--- config.mk ---
export PLATFORM = sky130hd
export DESIGN_NAME = wbank_ctrl
export DESIGN_NICKNAME = d
export VERILOG_FILES = /design/src/rtl/wbank_pkg.sv /design/src/rtl/wbank_nvtimer.sv /design/src/rtl/wbank_chan.sv /design/src/rtl/wbank_ctrl.sv
export SDC_FILE = /design/constraint.sdc
export NUM_CORES = 1
export LEC_CHECK = 0
export ABC_AREA = 1
export BUFFER_PORTS_ARGS = -buffer_cell sky130_fd_sc_hd__buf_2
export CAP_MARGIN = 20
export CORE_MARGIN = 4
export CORE_UTILIZATION = 35
export DETAILED_ROUTE_END_ITERATION = 6
export PLACE_DENSITY_LB_ADDON = 0.12
export RECOVER_POWER = 25
export SETUP_SLACK_MARGIN = 0.05
export SLEW_MARGIN = 10
export SYNTH_ARGS = -nofsm -noshare
export SYNTH_HDL_FRONTEND = slang
export SYNTH_SLANG_ARGS = --single-unit
--- constraint.sdc ---
create_clock -name clk -period 1.75 [get_ports clk]
set_input_delay 0.2625 -clock clk [delete_from_list [all_inputs] [get_ports clk]]
set_output_delay 0.2625 -clock clk [all_outputs]
set_load 0.01 [all_outputs]
--- src/rtl/wbank_pkg.sv ---
package wbank_pkg;
  localparam int OP_W = 3;

  typedef enum logic [OP_W-1:0] {
    OP_RD_WIPER    = 3'd0,
    OP_WR_WIPER    = 3'd1,
    OP_RD_PRESET   = 3'd2,
    OP_WR_PRESET   = 3'd3,
    OP_LOAD_WIPER  = 3'd4,
    OP_STORE_WIPER = 3'd5
  } op_e;
endpackage

--- src/rtl/wbank_nvtimer.sv ---
module wbank_nvtimer #(
  parameter int BUSY_CYC = 8
) (
  input  logic clk,
  input  logic rst,
  input  logic start,
  output logic busy
);
  localparam int CNT_W = $clog2(BUSY_CYC + 1);

  logic [CNT_W-1:0] cnt_q;

  always_ff @(posedge clk) begin
    if (rst)
      cnt_q <= '0;
    else if (start)
      cnt_q <= CNT_W'(BUSY_CYC);
    else if (cnt_q != '0)
      cnt_q <= cnt_q - 1'b1;
  end

  assign busy = (cnt_q != '0);

  AST_CNT_RANGE: assert property (@(posedge clk) disable iff (rst)
    cnt_q <= CNT_W'(BUSY_CYC));
  AST_START_IDLE: assert property (@(posedge clk) disable iff (rst)
    start |-> !busy);
endmodule

--- src/rtl/wbank_chan.sv ---
module wbank_chan
  import wbank_pkg::*;
#(
  parameter int TAP_W = 6,
  parameter int N_DR  = 4,
  localparam int TAPS  = 1 << TAP_W,
  localparam int IDX_W = $clog2(N_DR)
) (
  input  logic             clk,
  input  logic             rst,
  input  logic             wp_n,
  input  logic             hit,
  input  logic [OP_W-1:0]  op,
  input  logic [IDX_W-1:0] idx,
  input  logic [TAP_W-1:0] din,
  output logic [TAP_W-1:0] wcr_o,
  output logic [TAP_W-1:0] dr_o,
  output logic [TAPS-1:0]  tap_o
);
  logic [TAP_W-1:0] dr_mem [N_DR] = '{default: '0};
  logic [TAP_W-1:0] wcr_q;
  logic [TAPS-1:0]  tap_q;
  logic             nv_wr;
  logic [TAP_W-1:0] nv_val;

  assign nv_wr  = hit && wp_n && (op == OP_WR_PRESET || op == OP_STORE_WIPER);
  assign nv_val = (op == OP_STORE_WIPER) ? wcr_q : din;

  // preset store, no reset so contents persist across rst
  always_ff @(posedge clk) begin
    if (nv_wr)
      dr_mem[idx] <= nv_val;
  end

  always_ff @(posedge clk) begin
    if (rst)
      wcr_q <= dr_mem[0];
    else if (hit) begin
      if (op == OP_WR_WIPER)
        wcr_q <= din;
      else if (op == OP_LOAD_WIPER)
        wcr_q <= dr_mem[idx];
    end
  end

  always_ff @(posedge clk) begin
    tap_q <= {{(TAPS-1){1'b0}}, 1'b1} << wcr_q;
  end

  assign wcr_o = wcr_q;
  assign dr_o  = dr_mem[idx];
  assign tap_o = tap_q;

  logic [N_DR*TAP_W-1:0] dr_view;
  for (genvar i = 0; i < N_DR; i++) begin : g_view
    assign dr_view[i*TAP_W +: TAP_W] = dr_mem[i];
  end

  AST_TAP_ONEHOT: assert property (@(posedge clk) disable iff (rst)
    $onehot(tap_q));
  AST_WP_HOLD: assert property (@(posedge clk) disable iff (rst)
    !wp_n |=> $stable(dr_view));
  AST_RECALL: assert property (@(posedge clk) disable iff (rst)
    $fell(rst) |-> (wcr_q == dr_mem[0]));
  AST_IDLE_WIPER: assert property (@(posedge clk) disable iff (rst)
    !hit |=> $stable(wcr_q));
endmodule

--- src/rtl/wbank_ctrl.sv ---
module wbank_ctrl
  import wbank_pkg::*;
#(
  parameter int N_CH     = 4,
  parameter int N_DR     = 4,
  parameter int TAP_W    = 6,
  parameter int BUSY_CYC = 8,
  localparam int CH_W  = $clog2(N_CH),
  localparam int IDX_W = $clog2(N_DR),
  localparam int TAPS  = 1 << TAP_W
) (
  input  logic                 clk,
  input  logic                 rst,
  input  logic                 wp_n,
  input  logic                 cmd_valid,
  input  logic [OP_W-1:0]      cmd_op,
  input  logic [CH_W-1:0]      cmd_ch,
  input  logic [IDX_W-1:0]     cmd_reg,
  input  logic [TAP_W-1:0]     cmd_data,
  output logic                 rd_valid,
  output logic [TAP_W-1:0]     rd_data,
  output logic                 cmd_busy,
  output logic                 nv_busy,
  output logic [N_CH*TAPS-1:0] tap_sel
);
  logic             busy;
  logic             accept;
  logic             nv_start;
  logic             is_read;
  logic [TAP_W-1:0] wcr_all [N_CH];
  logic [TAP_W-1:0] dr_all  [N_CH];

  assign accept   = cmd_valid && !rst && !busy;
  assign nv_start = accept && wp_n &&
                    (cmd_op == OP_WR_PRESET || cmd_op == OP_STORE_WIPER);
  assign is_read  = (cmd_op == OP_RD_WIPER) || (cmd_op == OP_RD_PRESET);

  wbank_nvtimer #(.BUSY_CYC(BUSY_CYC)) u_timer (
    .clk   (clk),
    .rst   (rst),
    .start (nv_start),
    .busy  (busy)
  );

  for (genvar c = 0; c < N_CH; c++) begin : g_ch
    wbank_chan #(.TAP_W(TAP_W), .N_DR(N_DR)) u_chan (
      .clk   (clk),
      .rst   (rst),
      .wp_n  (wp_n),
      .hit   (accept && (cmd_ch == CH_W'(c))),
      .op    (cmd_op),
      .idx   (cmd_reg),
      .din   (cmd_data),
      .wcr_o (wcr_all[c]),
      .dr_o  (dr_all[c]),
      .tap_o (tap_sel[c*TAPS +: TAPS])
    );
  end

  always_ff @(posedge clk) begin
    if (rst) begin
      rd_valid <= 1'b0;
      rd_data  <= '0;
      cmd_busy <= 1'b0;
    end else begin
      rd_valid <= accept && is_read;
      cmd_busy <= cmd_valid && busy;
      if (accept && is_read)
        rd_data <= (cmd_op == OP_RD_WIPER) ? wcr_all[cmd_ch] : dr_all[cmd_ch];
    end
  end

  assign nv_busy = busy;

  AST_BUSY_REPLY: assert property (@(posedge clk) disable iff (rst)
    (cmd_valid && nv_busy) |=> (cmd_busy && !rd_valid));
  AST_WIPER_NO_WAIT: assert property (@(posedge clk) disable iff (rst)
    (cmd_valid && !nv_busy && cmd_op == OP_WR_WIPER) |=> (!nv_busy && !rd_valid && !cmd_busy));
  AST_WP_NO_WINDOW: assert property (@(posedge clk) disable iff (rst)
    (!nv_busy && !wp_n) |=> !nv_busy);
  AST_READ_REPLY: assert property (@(posedge clk) disable iff (rst)
    (cmd_valid && !nv_busy && (cmd_op == OP_RD_WIPER || cmd_op == OP_RD_PRESET)) |=> rd_valid);
endmodule

======== Word-level counts from Yosys, hierarchy flattened ========
Memory sizes are Yosys's and may differ from the RTL's.
Index checks and enable logic that the tools add are counted.
Widths: inputs -> output; s select.
word-level totals
  register bits after elaboration ......... 292
  memory bits (writable) .................. 96
  output and inout port bits .............. 265
  logic and storage cells ................. 105
  memories ................................ 4
memories
  memory                 depth  bits a word  rd ports  clocked after Yosys merged registers in  wr ports  line              RTL
  g_ch[0].u_chan.dr_mem  4      6            2         0                                        1         wbank_chan.sv:20  logic [TAP_W-1:0] dr_mem [N_DR] = '{default: '0};
  g_ch[1].u_chan.dr_mem  4      6            2         0                                        1         wbank_chan.sv:20
  g_ch[2].u_chan.dr_mem  4      6            2         0                                        1         wbank_chan.sv:20
  g_ch[3].u_chan.dr_mem  4      6            2         0                                        1         wbank_chan.sv:20
cells by class
  $add $sub $neg .......................... 1
  order comparisons ....................... 1
  eq/ne operators ......................... 8
  shifts and indexed selects .............. 4
  multiplexer cells ....................... 37
  bitwise logic cells ..................... 1
  reduce and logical (&&, ||, !) cells .... 36
operator list
  cell                  count
  $shl 1x6->64 const A  4
  $mux 6                25
  $bmux 6 s2            2
  $logic_and 1x1->1     18
  $reduce_bool 2->1     5
  $mux 1                8
  $mux 4                2
  $reduce_and 2->1      4
  $eq 3x2->1 const B    2
  $eq 3x3->1 const B    2
  $eq 2x2->1 const B    2
  $reduce_bool 4->1     1
  $sub 4x1->4 const B   1
  $eq 3x1->1 const B    1
  $ge 3x3->1 const B    1
  $logic_not 3->1       1
  $not 2->3             1
  $reduce_bool 3->1     1
  $eq 2x1->1 const B    1
  $logic_not 1->1       2
  $logic_not 2->1       1
  $logic_or 1x1->1      2
  $reduce_or 2->1       1

======== Logic depth before layout (Yosys ltp) ========
  depth in word-level cells ............... 8
  depth in mapped cells ................... 11
  mapped depth without buffers ............ 9

======== Cells and area by module ========
Synthesis repeated with hierarchy kept, for this count alone.
unflattened totals
  cell total of the unflattened synthesis .. 1,557
  area, all modules ....................... 14,243.7 µm²
modules (own cells, without submodules)
  module         times used  cells an instance  area each (µm²)  seq. area each (µm²)
  wbank_chan     4           341                3,294.4          2,182.1
  wbank_ctrl     1           162                833.3            160.2
  wbank_nvtimer  1           31                 232.7            80.1

======== Worst setup path after synthesis ========
OpenSTA, ideal clock, no wires.
  path type ............................... register -> register
  start point ............................. register u_timer.cnt_q[0]
  end point ............................... memory g_ch[0].u_chan.dr_mem[3][0] (enable)
  library setup time ...................... 0.350 ns
  arrival ................................. 1.543 ns
  required time ........................... 1.400 ns
  setup slack ............................. -0.143 ns
  cell stages (with the launch flop) ...... 9
  path buffers ............................ 0
  clock period less this slack ............ 1.893 ns
  cells stage by stage .................... dfxtp_1 -> inv_1 -> ha_1 -> nand3_2 -> nor2_2 -> nand3_1 -> inv_2 -> nand2_1 -> nor2_1
between the ends
  longest elaborated chain between the ends .. 8
ends and longest elaborated chain
  element                         line                 RTL
  from (decl)                     wbank_nvtimer.sv:11  logic [CNT_W-1:0] cnt_q;
  from (signal assigned)          wbank_nvtimer.sv:17  cnt_q <= CNT_W'(BUSY_CYC);
  from (signal assigned)          wbank_nvtimer.sv:19  cnt_q <= cnt_q - 1'b1;
  $reduce_bool 4->1               wbank_nvtimer.sv:22  assign busy = (cnt_q != '0);
  named net nv_busy               wbank_ctrl.sv:23     output logic nv_busy,
  $logic_not 1->1                 wbank_ctrl.sv:33     assign accept = cmd_valid && !rst && !busy;
  $logic_and 1x1->1               wbank_ctrl.sv:33
  $logic_and 1x1->1               wbank_ctrl.sv:50     .hit (accept && (cmd_ch == CH_W'(c))),
  $logic_and 1x1->1 (2 in a row)  wbank_chan.sv:26     assign nv_wr = hit && wp_n && (op == OP_WR_PRESET || op == OP_STORE_WIPER);
  $mux 1                          wbank_chan.sv:31     if (nv_wr)
  $mux 1 (not written as such)    wbank_chan.sv:32     dr_mem[idx] <= nv_val;
  to (decl)                       wbank_chan.sv:20
The timed path passes the listed nets, and every way through them passes these cells.

======== Worst setup path after layout ========
  start point ............................. register u_timer.cnt_q[1]
  end point ............................... output port nv_busy
between the ends
  longest elaborated chain between the ends .. 1
ends and longest elaborated chain
  element            line
  $reduce_bool 4->1  wbank_nvtimer.sv:22
  to (decl)          wbank_ctrl.sv:23
No other way between the ends.

==> results.yml <==
power_and_ir_drop:
  pwr-share-comb_pct: 9.5
  switching_share_pct: 24.0
  seq_power_share_pct: 48.0
  powerDensity_nw_per_um2: 1140
  cellInternalPower_mw: 15.1
  netSwitchingPower_mw: 4.77
  leakagePower_nw: 7.86
  pwr-share-clk_pct: 42.5
  ir_drop_mv: 0.688
synthesis:
  synthTopCellsByArea: "dfxtp_1, edfxtp_1, nand2_1"
  ys_top_cells_by_count: "nand2_1, nor2_1, dfxtp_1"
  asyncSetResetFlopFracSynth_pct: 0
  yosysTopAreaCell: "dfxtp_1"
  netlist_area_sq_um: 13400
  synth_top_area_share_pct: 40.2
  ys_seq_area_share_pct: 67.2
  syn_inst: 1397
  synth-main-ff-cell: "dfxtp_1"
  synth_enable_flop_cells: 120
  ys_ff_latch: 388
  synth.net_count: 1416
  synth.most_common_cell: "nand2_1"
  synth_cell_types: 28
  ys_warn_count: 0
  avgSynthCellArea_sq_um: 9.56
clocking:
  path_clk_slew_ps: 50
  cts_tree: "done"
  cts_buffers: 41
  clockBufferDepth: 3
  cts_root_buffer: "clkbuf_16"
  clk_latency_ps: 540
  cts.sinks: 388
  cts-htree-levels: 2
routing:
  wl_per_cell_microns: 17.5
  vias: 10784
  first_pass_iters: 5
  drt-total-wl_mm: 40.0
  vias_per_cell: 4.71
  drc_errors: 0
  antenna_left: 0
  drtIter0Drc: 667
placement:
  dpl_cell_area_sq_um: 16000
  dp_hpwl_mm: 29.0
  numPortBuffers: 281
  gp_congestion: 0.927
  dp_slack_ps: -95.6
  dp_cells: 2210
worst_setup_path:
  crit_path_end_kind: "output port"
  crit_fanout: 3
  worstPathArrival_ps: 1390
  crit_type: "flop to output port"
  required_ps: 1490
  start_kind: "flop"
  r2r_slack_ps: 120
  rr_worst_depth: 9
  r2r_end: "g_ch[2].u_chan.dr_mem[0][5]"
  reg2reg_from: "u_timer.cnt_q[1]"
finish:
  n_fill_cell: 3712
  ff_latch_area_sq_um: 8970
  syn2layout_area_growth_pct: 30.0
  final_area_sq_um: 17400
  multiInputGateArea_sq_um: 4040
  drive_above_1_share_pct: 26.1
  nNetsFinal: 1766
  final_cells: 2289
floorplanning:
  core_sq_um: 37700
  initial_core_util_pct: 35.5
  num_rows: 71
  die_w_microns: 203
  fp.dieH_microns: 203
  boundaryPins: 282
  die-area_sq_um: 41300
sta:
  fin_crit_ps: 1650
  fmax_mhz: 605
  worst_slack_ps: 97.0
  maxSlewViolCount: 0
  post-route-period-util_pct: 94.5
  hold_ws_ps: 38.8
  setup_violations: 0
  worstMarginPinSlew_ps: 908
  clock_skew_ps: 13.4
  relSlewSlack_pct: 39.2
  hold_viol_final: 0
  rsz0062_at_grt: "yes"
global_routing:
  grt_pass1_wl_mm: 61.0
  grt_max_degree: 42
  grtUsageTotal_pct: 18.8
  grt_overflow: 0
  grt_pass1_vias: 10404
  antenna_found_initial: 1
hold_path:
  min_to: "cmd_busy"
  holdCritStartpoint: "cmd_valid"
  hold_depth: 3
  min_path_type: "input pin to flop"
status:
  status: "complete, no violations"
job:
  maxCapViolCount: 0
-- state kept, by name, indices dropped and copies added, names as in the netlist --
name                cells
g_ch.u_chan.tap_o     256
g_ch.u_chan.dr_mem     96
g_ch.u_chan.wcr_o      24
rd_data                 6
u_timer.cnt_q           4
cmd_busy                1
rd_valid                1
-- area by class of cell --
type	instances	area share, %
Tap cell	511	3.68
Clock inverter	20	0.879
Inverter	53	1.19
Sequential cell	388	51.7
Timing Repair Buffer	392	12.6
Antenna cell	1	0.0144
Multi-Input combinational cell	871	23.3
Clock buffer	53	6.73
-- cell usage in the layout (no fill, tap or decap), types with 3 or more instances in the layout --
cell type / count
nand2_8: 3
clkbuf_2: 3
inv_2: 9
a21oi_4: 4
o211ai_1: 6
clkinv_1: 9
nor2_1: 277
clkbuf_8: 3
inv_4: 3
nor2_4: 17
nor3_1: 42
clkbuf_16: 44
clkinv_2: 7
o21ai_0: 33
buf_2: 273
edfxtp_1: 120
a21oi_1: 11
o21bai_1: 6
nand2_1: 301
clkbuf_4: 4
buf_4: 70
clkbuf_1: 41
inv_1: 38
dfxtp_1: 267
nand4_1: 80
nand3_1: 81
buf_12: 5
-- per-stage QoR --
stage / utilization, % / power [mW] / setup TNS, ps
after global routing: 46.1 / 20.7 / 0
final: 46.1 / 19.9 / 0
after floorplan: - / 10.8 / 0
after CTS: 46.2 / 20.1 / 0
after global placement: 42.6 / 11.6 / -846
after detailed placement: 42.6 / 11.6 / -1530
-- power groups by stage --
stage | Sequential (mW) | Clock [mW] | Combinational, mW
CTS | 9.54 | 8.69 | 1.89
detailed placement | 9.74 | 0 | 1.85
finish | 9.54 | 8.44 | 1.89
floorplan | 9.77 | 0 | 1.00
global route | 9.55 | 9.08 | 2.08
global placement | 9.74 | 0 | 1.84
-- cells by family (layout without fill, tap and decap cells) --
group / after synthesis / count (layout) / share of synthesized area, %
other: 0 / 1 / 0
DFF: 388 / 388 / 67.2
AOI/OAI and AO/OA: 60 / 60 / 2.47
buffers and inverters: 138 / 518 / 4.48
adders and majority gates: 2 / 2 / 0.187
and+or+nand+nor: 808 / 808 / 25.6
xor gates and xnor gates: 1 / 1 / 0.0656
-- worst max-delay path, cell delays in order, from the launching register on --
cell and delay, ps:
dfxtp_2 320, inv_2 70, ha_4 150, nand3_4 70, buf_6 140, buf_6 110
-- per-layer routing --
| metal | part of all wire, % | global-route usage [%] | vias to the layer above |
|---|---|---|---|
| met5 | 0 | 0 | - |
| met1 | 46 | 27.1 | 5111 |
| met3 | 6.3 | 3.86 | 51 |
| met4 | 1.7 | 4.60 | 0 |
| met2 | 45 | 29.2 | 319 |
| li1 | - | - | 5303 |
-- how the worst max path moves through the flow --
| stage | from | to | slack, ps | cells past startpoint |
|---|---|---|---|---|
| floorplan | u_timer.cnt_q[0] | g_ch[0].u_chan.dr_mem[1][0] | 70 | 8 |
| global route | u_timer.cnt_q[1] | nv_busy | 20 | 5 |
| global placement | u_timer.cnt_q[1] | g_ch[1].u_chan.wcr_o[1] | -50 | 7 |
| finish | u_timer.cnt_q[1] | nv_busy | 100 | 5 |
| CTS | u_timer.cnt_q[1] | nv_busy | 30 | 5 |
| detailed placement | u_timer.cnt_q[1] | g_ch[0].u_chan.wcr_o[3] | -100 | 7 |
-- what timing repair did --
| action | in CTS | in global routing |
|---|---|---|
| buffers inserted | 2 | 3 |
| setup endpoints to repair | 102 | 109 |
| resized for setup | 5 | 10 |
| pin swaps | 3 | 3 |
| hold buffers | 0 | 0 |
Note: power is estimated with default switching activity, not from simulation.
